<file path="src/rtl/duty_energy_meter.sv">
module duty_energy_meter #(
  parameter int CNT_W   = 16,
  parameter int OUT_W   = 16,
  parameter int SCALE_W = 8,
  parameter int SHIFT   = 4
) (
  input  logic               clk,
  input  logic               rst_n,
  input  logic               pwm_in,
  input  logic [CNT_W-1:0]   win_len,
  input  logic [CNT_W-1:0]   offset,
  input  logic [SCALE_W-1:0] scale,
  output logic [OUT_W-1:0]   result,
  output logic               valid
);
  localparam int PROD_W = CNT_W + SCALE_W;

  logic             sync1, sync2;
  logic [CNT_W-1:0] win_cnt, acc;

  wire [CNT_W-1:0] last_idx = (win_len == '0) ? '0 : win_len - 1'b1;
  wire             win_end  = (win_cnt >= last_idx);
  wire [CNT_W-1:0] total    = acc + CNT_W'(sync2);
  wire [CNT_W-1:0] net      = (total > offset) ? total - offset : '0;

  logic [PROD_W-1:0] prod, shifted;
  logic [OUT_W-1:0]  scaled;
  assign prod    = PROD_W'(net) * PROD_W'(scale);
  assign shifted = prod >> SHIFT;

  generate
    if (PROD_W > OUT_W) begin : g_clamp
      assign scaled = (|shifted[PROD_W-1:OUT_W]) ? '1 : shifted[OUT_W-1:0];
    end else begin : g_fit
      assign scaled = OUT_W'(shifted);
    end
  endgenerate

  always_ff @(posedge clk or negedge rst_n) begin
    if (!rst_n) begin
      sync1 <= 1'b0;
      sync2 <= 1'b0;
    end else begin
      sync1 <= pwm_in;
      sync2 <= sync1;
    end
  end

  always_ff @(posedge clk or negedge rst_n) begin
    if (!rst_n) begin
      win_cnt <= '0;
      acc     <= '0;
      result  <= '0;
      valid   <= 1'b0;
    end else if (win_end) begin
      win_cnt <= '0;
      acc     <= '0;
      result  <= scaled;
      valid   <= 1'b1;
    end else begin
      win_cnt <= win_cnt + 1'b1;
      acc     <= total;
      valid   <= 1'b0;
    end
  end

  AST_ACC_BOUND: assert property (@(posedge clk) disable iff (!rst_n)
    acc <= win_cnt);

  AST_LOW_HOLDS: assert property (@(posedge clk) disable iff (!rst_n)
    (!sync2 && !win_end) |=> (acc == $past(acc)));

  AST_SINGLE_PULSE: assert property (@(posedge clk) disable iff (!rst_n)
    (valid && win_len > 1 && $stable(win_len)) |=> !valid);

  AST_RESULT_HOLDS: assert property (@(posedge clk) disable iff (!rst_n)
    !valid |-> $stable(result));

  AST_ZERO_SCALE: assert property (@(posedge clk) disable iff (!rst_n)
    (valid && $past(scale) == '0) |-> (result == '0));
endmodule

</file>
<file path="config.mk">
export PLATFORM = sky130hd
export DESIGN_NAME = duty_energy_meter
export DESIGN_NICKNAME = d
export VERILOG_FILES = /design/src/rtl/duty_energy_meter.sv
export SDC_FILE = /design/constraint.sdc
export NUM_CORES = 1
export LEC_CHECK = 0
export ABC_AREA = 1
export BUFFER_PORTS_ARGS = -buffer_cell sky130_fd_sc_hd__buf_2
export CAP_MARGIN = 5
export CORE_ASPECT_RATIO = 2
export CORE_MARGIN = 2
export CORE_UTILIZATION = 39
export CTS_CLUSTER_SIZE = 28
export DETAILED_ROUTE_END_ITERATION = 8
export PLACE_DENSITY = 0.63
export SETUP_SLACK_MARGIN = 0.5
export SLEW_MARGIN = 10
export SYNTH_ARGS = -nofsm -noshare
export SYNTH_HDL_FRONTEND = slang
export SYNTH_SLANG_ARGS = --single-unit
</file>
<file path="constraint.sdc">
create_clock -name clk -period 20.7 [get_ports clk]
set_input_delay 1.035 -clock clk [delete_from_list [all_inputs] [get_ports clk]]
set_output_delay 1.035 -clock clk [all_outputs]
set_load 0.005 [all_outputs]
</file>
Word level (Yosys, flattened, before mapping)
Cells that the tools add are included.
{ "classes": {"n_lt_le_gt_ge": 2, "n_reduce_logical": 2, "n_mux": 6, "multipliers": 1, "add_sub_neg": 4} }
{ "ops": {"columns": ["cell", "n"], "rows": [
  ["16-bit 2-to-1 mux", 5],
  ["16-bit by 8-bit multiplier with 24-bit output", 1],
  ["16-bit by 1-bit adder with 16-bit output", 1],
  ["16-bit by 1-bit adder with 16-bit output, second input constant", 1],
  ["16-bit greater-or-equal comparator", 1],
  ["16-bit greater-than comparator", 1],
  ["16-bit zero test", 1],
  ["16-bit by 1-bit subtractor with 16-bit output, second input constant", 1],
  ["16-bit subtractor", 1],
  ["4-bit OR reduction", 1],
  ["1-bit 2-to-1 mux", 1]
]} }
{ "word_totals": {"input_bits": 43, "elab_cells": 21, "ff_bits": 51} }

Longest topological paths before layout
{ "logic_depth": {"depth_word": 6, "ltp_mapped": 47, "depth_no_buf": 46} }

Least setup slack after synthesis
No wires, ideal clock.
{ "synth_path": {"path_kind": "reg-to-reg", "startpoint": "register sync2", "endpoint": "register result[13]", "arrival_ns": 7.260, "path_stages_with_launch": 42, "synth_period_minus_slack_ns": 7.373, "slack_ns": 13.327, "required_time_ns": 20.587, "path_cell_list": "dfrtp_1 > ha_1 > nand3_1 > nor3_1 > nand3_1 > inv_1 > nand4_1 > nor4_1 > nand2_1 > xor2_1 > inv_1 > ha_1 > nand2_1 > nor3_2 > nand3_1 > nand2_1 > clkbuf_1 > nor2_1 > [... 6 more ...] > fa_1 > inv_1 > ha_1 > a21oi_1 > nor2_1 > nor2_1 > inv_1 > a21oi_1 > nor2_1 > a211oi_1 > nand2_1 > nand2_1 > nand2_2 > nor2_4 > buf_6 > nand2_2 > nand2_1 > inv_1"} }
{ "synth_via": {"elab_chain_len": 6, "word_cells_on_any_way": 7} }
{ "synth_rtl": {"columns": ["item", "line_no", "source"], "rows": [
  ["start: declaration", "18", "logic sync1, sync2;"],
  ["start signal: assignment", "45", "sync2 <= sync1;"],
  ["16-bit by 1-bit adder with 16-bit output (*)", "23", "wire [CNT_W-1:0] total = acc + CNT_W'(sync2);"],
  ["16-bit subtractor / 16-bit greater-than comparator (equally long branches)", "24", "wire [CNT_W-1:0] net = (total > offset) ? total - offset : '0;"],
  ["16-bit 2-to-1 mux (*)", "24", null],
  ["16-bit by 8-bit multiplier with 24-bit output (*)", "28", "assign prod = PROD_W'(net) * PROD_W'(scale);"],
  ["4-bit OR reduction", "33", "assign scaled = (|shifted[PROD_W-1:OUT_W]) ? '1 : shifted[OUT_W-1:0];"],
  ["16-bit 2-to-1 mux (*)", "33", null],
  ["end signal: assignment", "58", "result <= scaled;"],
  ["end: declaration", "13", "output logic [OUT_W-1:0] result,"]
]} }
Every way passes the cells marked *; elsewhere a longest branch is shown, timed or not.
A chain may end at the register's enable or synchronous reset.

Worst setup path after layout
{ "layout_path": {"startpoint": "register acc[0]", "endpoint": "register result[3]"} }
{ "layout_via": {"elab_chain_len": 6, "word_cells_on_any_way": 7} }
{ "layout_rtl": {"columns": ["item", "line_no", "source"], "rows": [
  ["start: declaration", "19", "logic [CNT_W-1:0] win_cnt, acc;"],
  ["start signal: assignment", "62", "acc <= total;"],
  ["16-bit by 1-bit adder with 16-bit output (*)", "23", null],
  ["16-bit subtractor / 16-bit greater-than comparator (equally long branches)", "24", null],
  ["16-bit 2-to-1 mux (*)", "24", null],
  ["16-bit by 8-bit multiplier with 24-bit output (*)", "28", null],
  ["4-bit OR reduction", "33", null],
  ["16-bit 2-to-1 mux (*)", "33", null]
]} }
Marks and branches as above.

==> flow_summary.json <==
{
  "relSlewSlack_pct": 41.19,
  "cts_buffer_depth": 2,
  "synth-edff-count": 0,
  "fin_util_pct": 43.44,
  "ys_warn_count": 0,
  "power.total_uw": 625.0,
  "slew_viol_final": 0,
  "cts.sinks": 51,
  "cts_root_buf": "clkbuf_16",
  "hold-path-cell-count": 0,
  "wl_per_cell_um": 14.78,
  "worst_pin_slew_ns": 0.8763,
  "setup_violations": 0,
  "critPathTopFamily": "simple AND/OR/NAND/NOR gates",
  "skew_ns": 0.007204,
  "nFillCells": 2143,
  "cpPeakStageDelay_ns": 0.58,
  "cts_resized": 0,
  "dieArea_mm2": 0.02144,
  "fin_nets": 1346,
  "crit_buf_inv": 7,
  "finalCritPeriodShare_pct": 42.39,
  "place_area_mm2": 0.008456,
  "ys_seq_area_share_pct": 16.19,
  "post_cts_buffers": 0,
  "rows": 73,
  "syn_nets": 1294,
  "htreeDepth": 2,
  "final_cell_mix": "inv_1, nor2_1, nand2_1, fa_1, ha_1",
  "drc": 0,
  "max_freq_ghz": 0.1140,
  "yosysUniqueCellTypes": 36,
  "hold_path_class": "flop to flop",
  "vdd_drop_max_mv": 0.04243,
  "r2r_slack_ns": 11.93,
  "worstPathMaxFanout": 16,
  "grt_pass1_vias": 7633,
  "routed-wl-met3_um": 717,
  "reg2reg_to": "result[3]$_DFFE_PN0N_",
  "cp_slowest_cell": "fa_1",
  "diodes": 0,
  "die_y_um": 205.1,
  "cts_tree": "built",
  "start_util_pct": 39.78,
  "grt_use_total_pct": 21.08,
  "synthArstFlopShare_pct": 100.0,
  "overflow": 0,
  "rr_worst_depth": 38,
  "fin_crit_ns": 8.775,
  "syn_to_final_growth_pct": 9.203,
  "grt_pass1_wl_mm": 35.56,
  "endpoint_kind": "flop",
  "antenna_found_initial": 0,
  "critical_path_required_ns": 20.90,
  "clk_latency_ns": 0.30,
  "clkTransAtPathRegs_ns": 0.07,
  "synthCells": 1089,
  "cp-start-kind": "flop",
  "vias": 6946,
  "first_pass_iters": 4,
  "ctsHoldBuffers": 0,
  "p_leak_uw": 0.004810,
  "final_common_cell": "inv_1",
  "cp_common_cell": "inv_1",
  "rr_startpoint": "acc[0]$_DFF_PN0_",
  "drt_iter0_markers": 288,
  "worstSetupPathType": "flop to flop",
  "grt_max_degree": 52,
  "whs_ns": 0.3881,
  "finalHoldViolations": 0,
  "syn_area_per_cell_um2": 7.241,
  "routed_via_density": 4.947,
  "cts_buffers": 5,
  "route.met2.wl_mm": 11.13,
  "portBuffers": 59,
  "min_to": "sync2$_DFF_PN0_",
  "wirelength_mm": 20.75,
  "gp_congestion": 0.9416,
  "arrival_ns": 8.97,
  "min_from": "sync1$_DFF_PN0_",
  "top_layer_used": "met4",
  "syn_area_mm2": 0.007885,
  "ioPinCount": 60,
  "layout-drive-gt1-share_pct": 10.07,
  "fin_area_mm2": 0.008611,
  "tns_ns": 0,
  "ant_nets": 0,
  "hpwl_mm": 17.84,
  "die_x_um": 104.5,
  "m1WireLength_mm": 6.885,
  "ys.flop_type": "dfrtp_1",
  "core_mm2": 0.01982,
  "maxCapViolations": 0,
  "rsz0062_at_grt": "no",
  "p_per_area_mw_per_mm2": 72.58,
  "outcome": "completed",
  "yosys_register_bits": 51
}
synth_stat cells, types with 3 or more instances:
master	count	area [um^2]
nand3_1	43	215.2
fa_1	85	1702
a21oi_1	57	285.3
nor2_4	3	33.78
ha_1	77	963.4
a21o_1	3	22.52
xnor2_1	18	157.7
nor2_1	187	701.9
xor2_1	25	219.0
nor4_1	6	37.54
inv_1	221	829.6
or2_2	21	131.4
o21ai_0	21	105.1
nand3b_1	3	22.52
clkbuf_1	15	56.30
nor3_1	27	135.1
dfrtp_1	51	1276
nand4_1	8	50.05
nand3_2	4	40.04
nand2_1	180	675.7
nand2_2	13	81.33
kinds of logic (layout without fill, tap and decap cells):
group                    count (synthesis)  count (layout)  synth area share (%)
XOR/XNOR                                43              43                 4.776
AO/OA/AOI/OAI                           93              93                 6.315
adder cells (fa/ha/maj)                162             162                 33.80
flip-flops                              51              51                 16.19
buffers and inverters                  240             293                 11.52
AND/OR/NAND/NOR                        500             500                 27.40
how the worst max path moves through the flow:
stage / startpoint / to / slack, ns / depth (start not counted)
detailed placement: acc[0]$_DFF_PN0_ / result[2]$_DFFE_PN0N_ / 11.95 / 38
finish: acc[0]$_DFF_PN0_ / result[3]$_DFFE_PN0N_ / 11.93 / 38
global route: sync2$_DFF_PN0_ / result[2]$_DFFE_PN0N_ / 10.97 / 39
floorplan: sync2$_DFF_PN0_ / result[13]$_DFFE_PN0N_ / 13.33 / 41
global placement: sync2$_DFF_PN0_ / result[0]$_DFFE_PN0N_ / 12.08 / 37
CTS: acc[0]$_DFF_PN0_ / result[2]$_DFFE_PN0N_ / 11.89 / 38
cell type report:
| type | count | area [um^2] | area share (%) |
|---|---|---|---|
| clock buffers | 6 | 138.9 | 1.613 |
| flip-flops and latches | 51 | 1276 | 14.82 |
| repair buffers | 61 | 310.3 | 3.604 |
| multi-input cells | 798 | 5700 | 66.20 |
| well taps | 262 | 327.8 | 3.807 |
| clock inverters | 2 | 16.27 | 0.1889 |
| inverters | 224 | 840.8 | 9.765 |
registers in the layout, summed over array words and instances (netlist names):
register,count
acc,16
result,16
win_cnt,16
sync1,1
sync2,1
valid,1
per-layer routing:
layer / vias to the layer above / global-route usage, %
met3: 101 / 1.782
met2: 179 / 39.82
met1: 3222 / 19.93
met4: 0 / 18.63
met5: - / 0
li1: 3444 / -
where the power goes:
part,internal (uW),switching (uW),total (uW)
Sequential,131,19.3,150
Clock,48.3,37.9,86.2
Combinational,145,244,388
Total,324,301,625
metrics by stage:
stage,cells,setup slack [ns]
after floorplan,1089,13.33
after global placement,1396,12.08
after detailed placement,1396,11.95
after CTS,1404,11.89
after global routing,1404,10.97
final,1404,11.93
(Power assumes the default switching activity.)
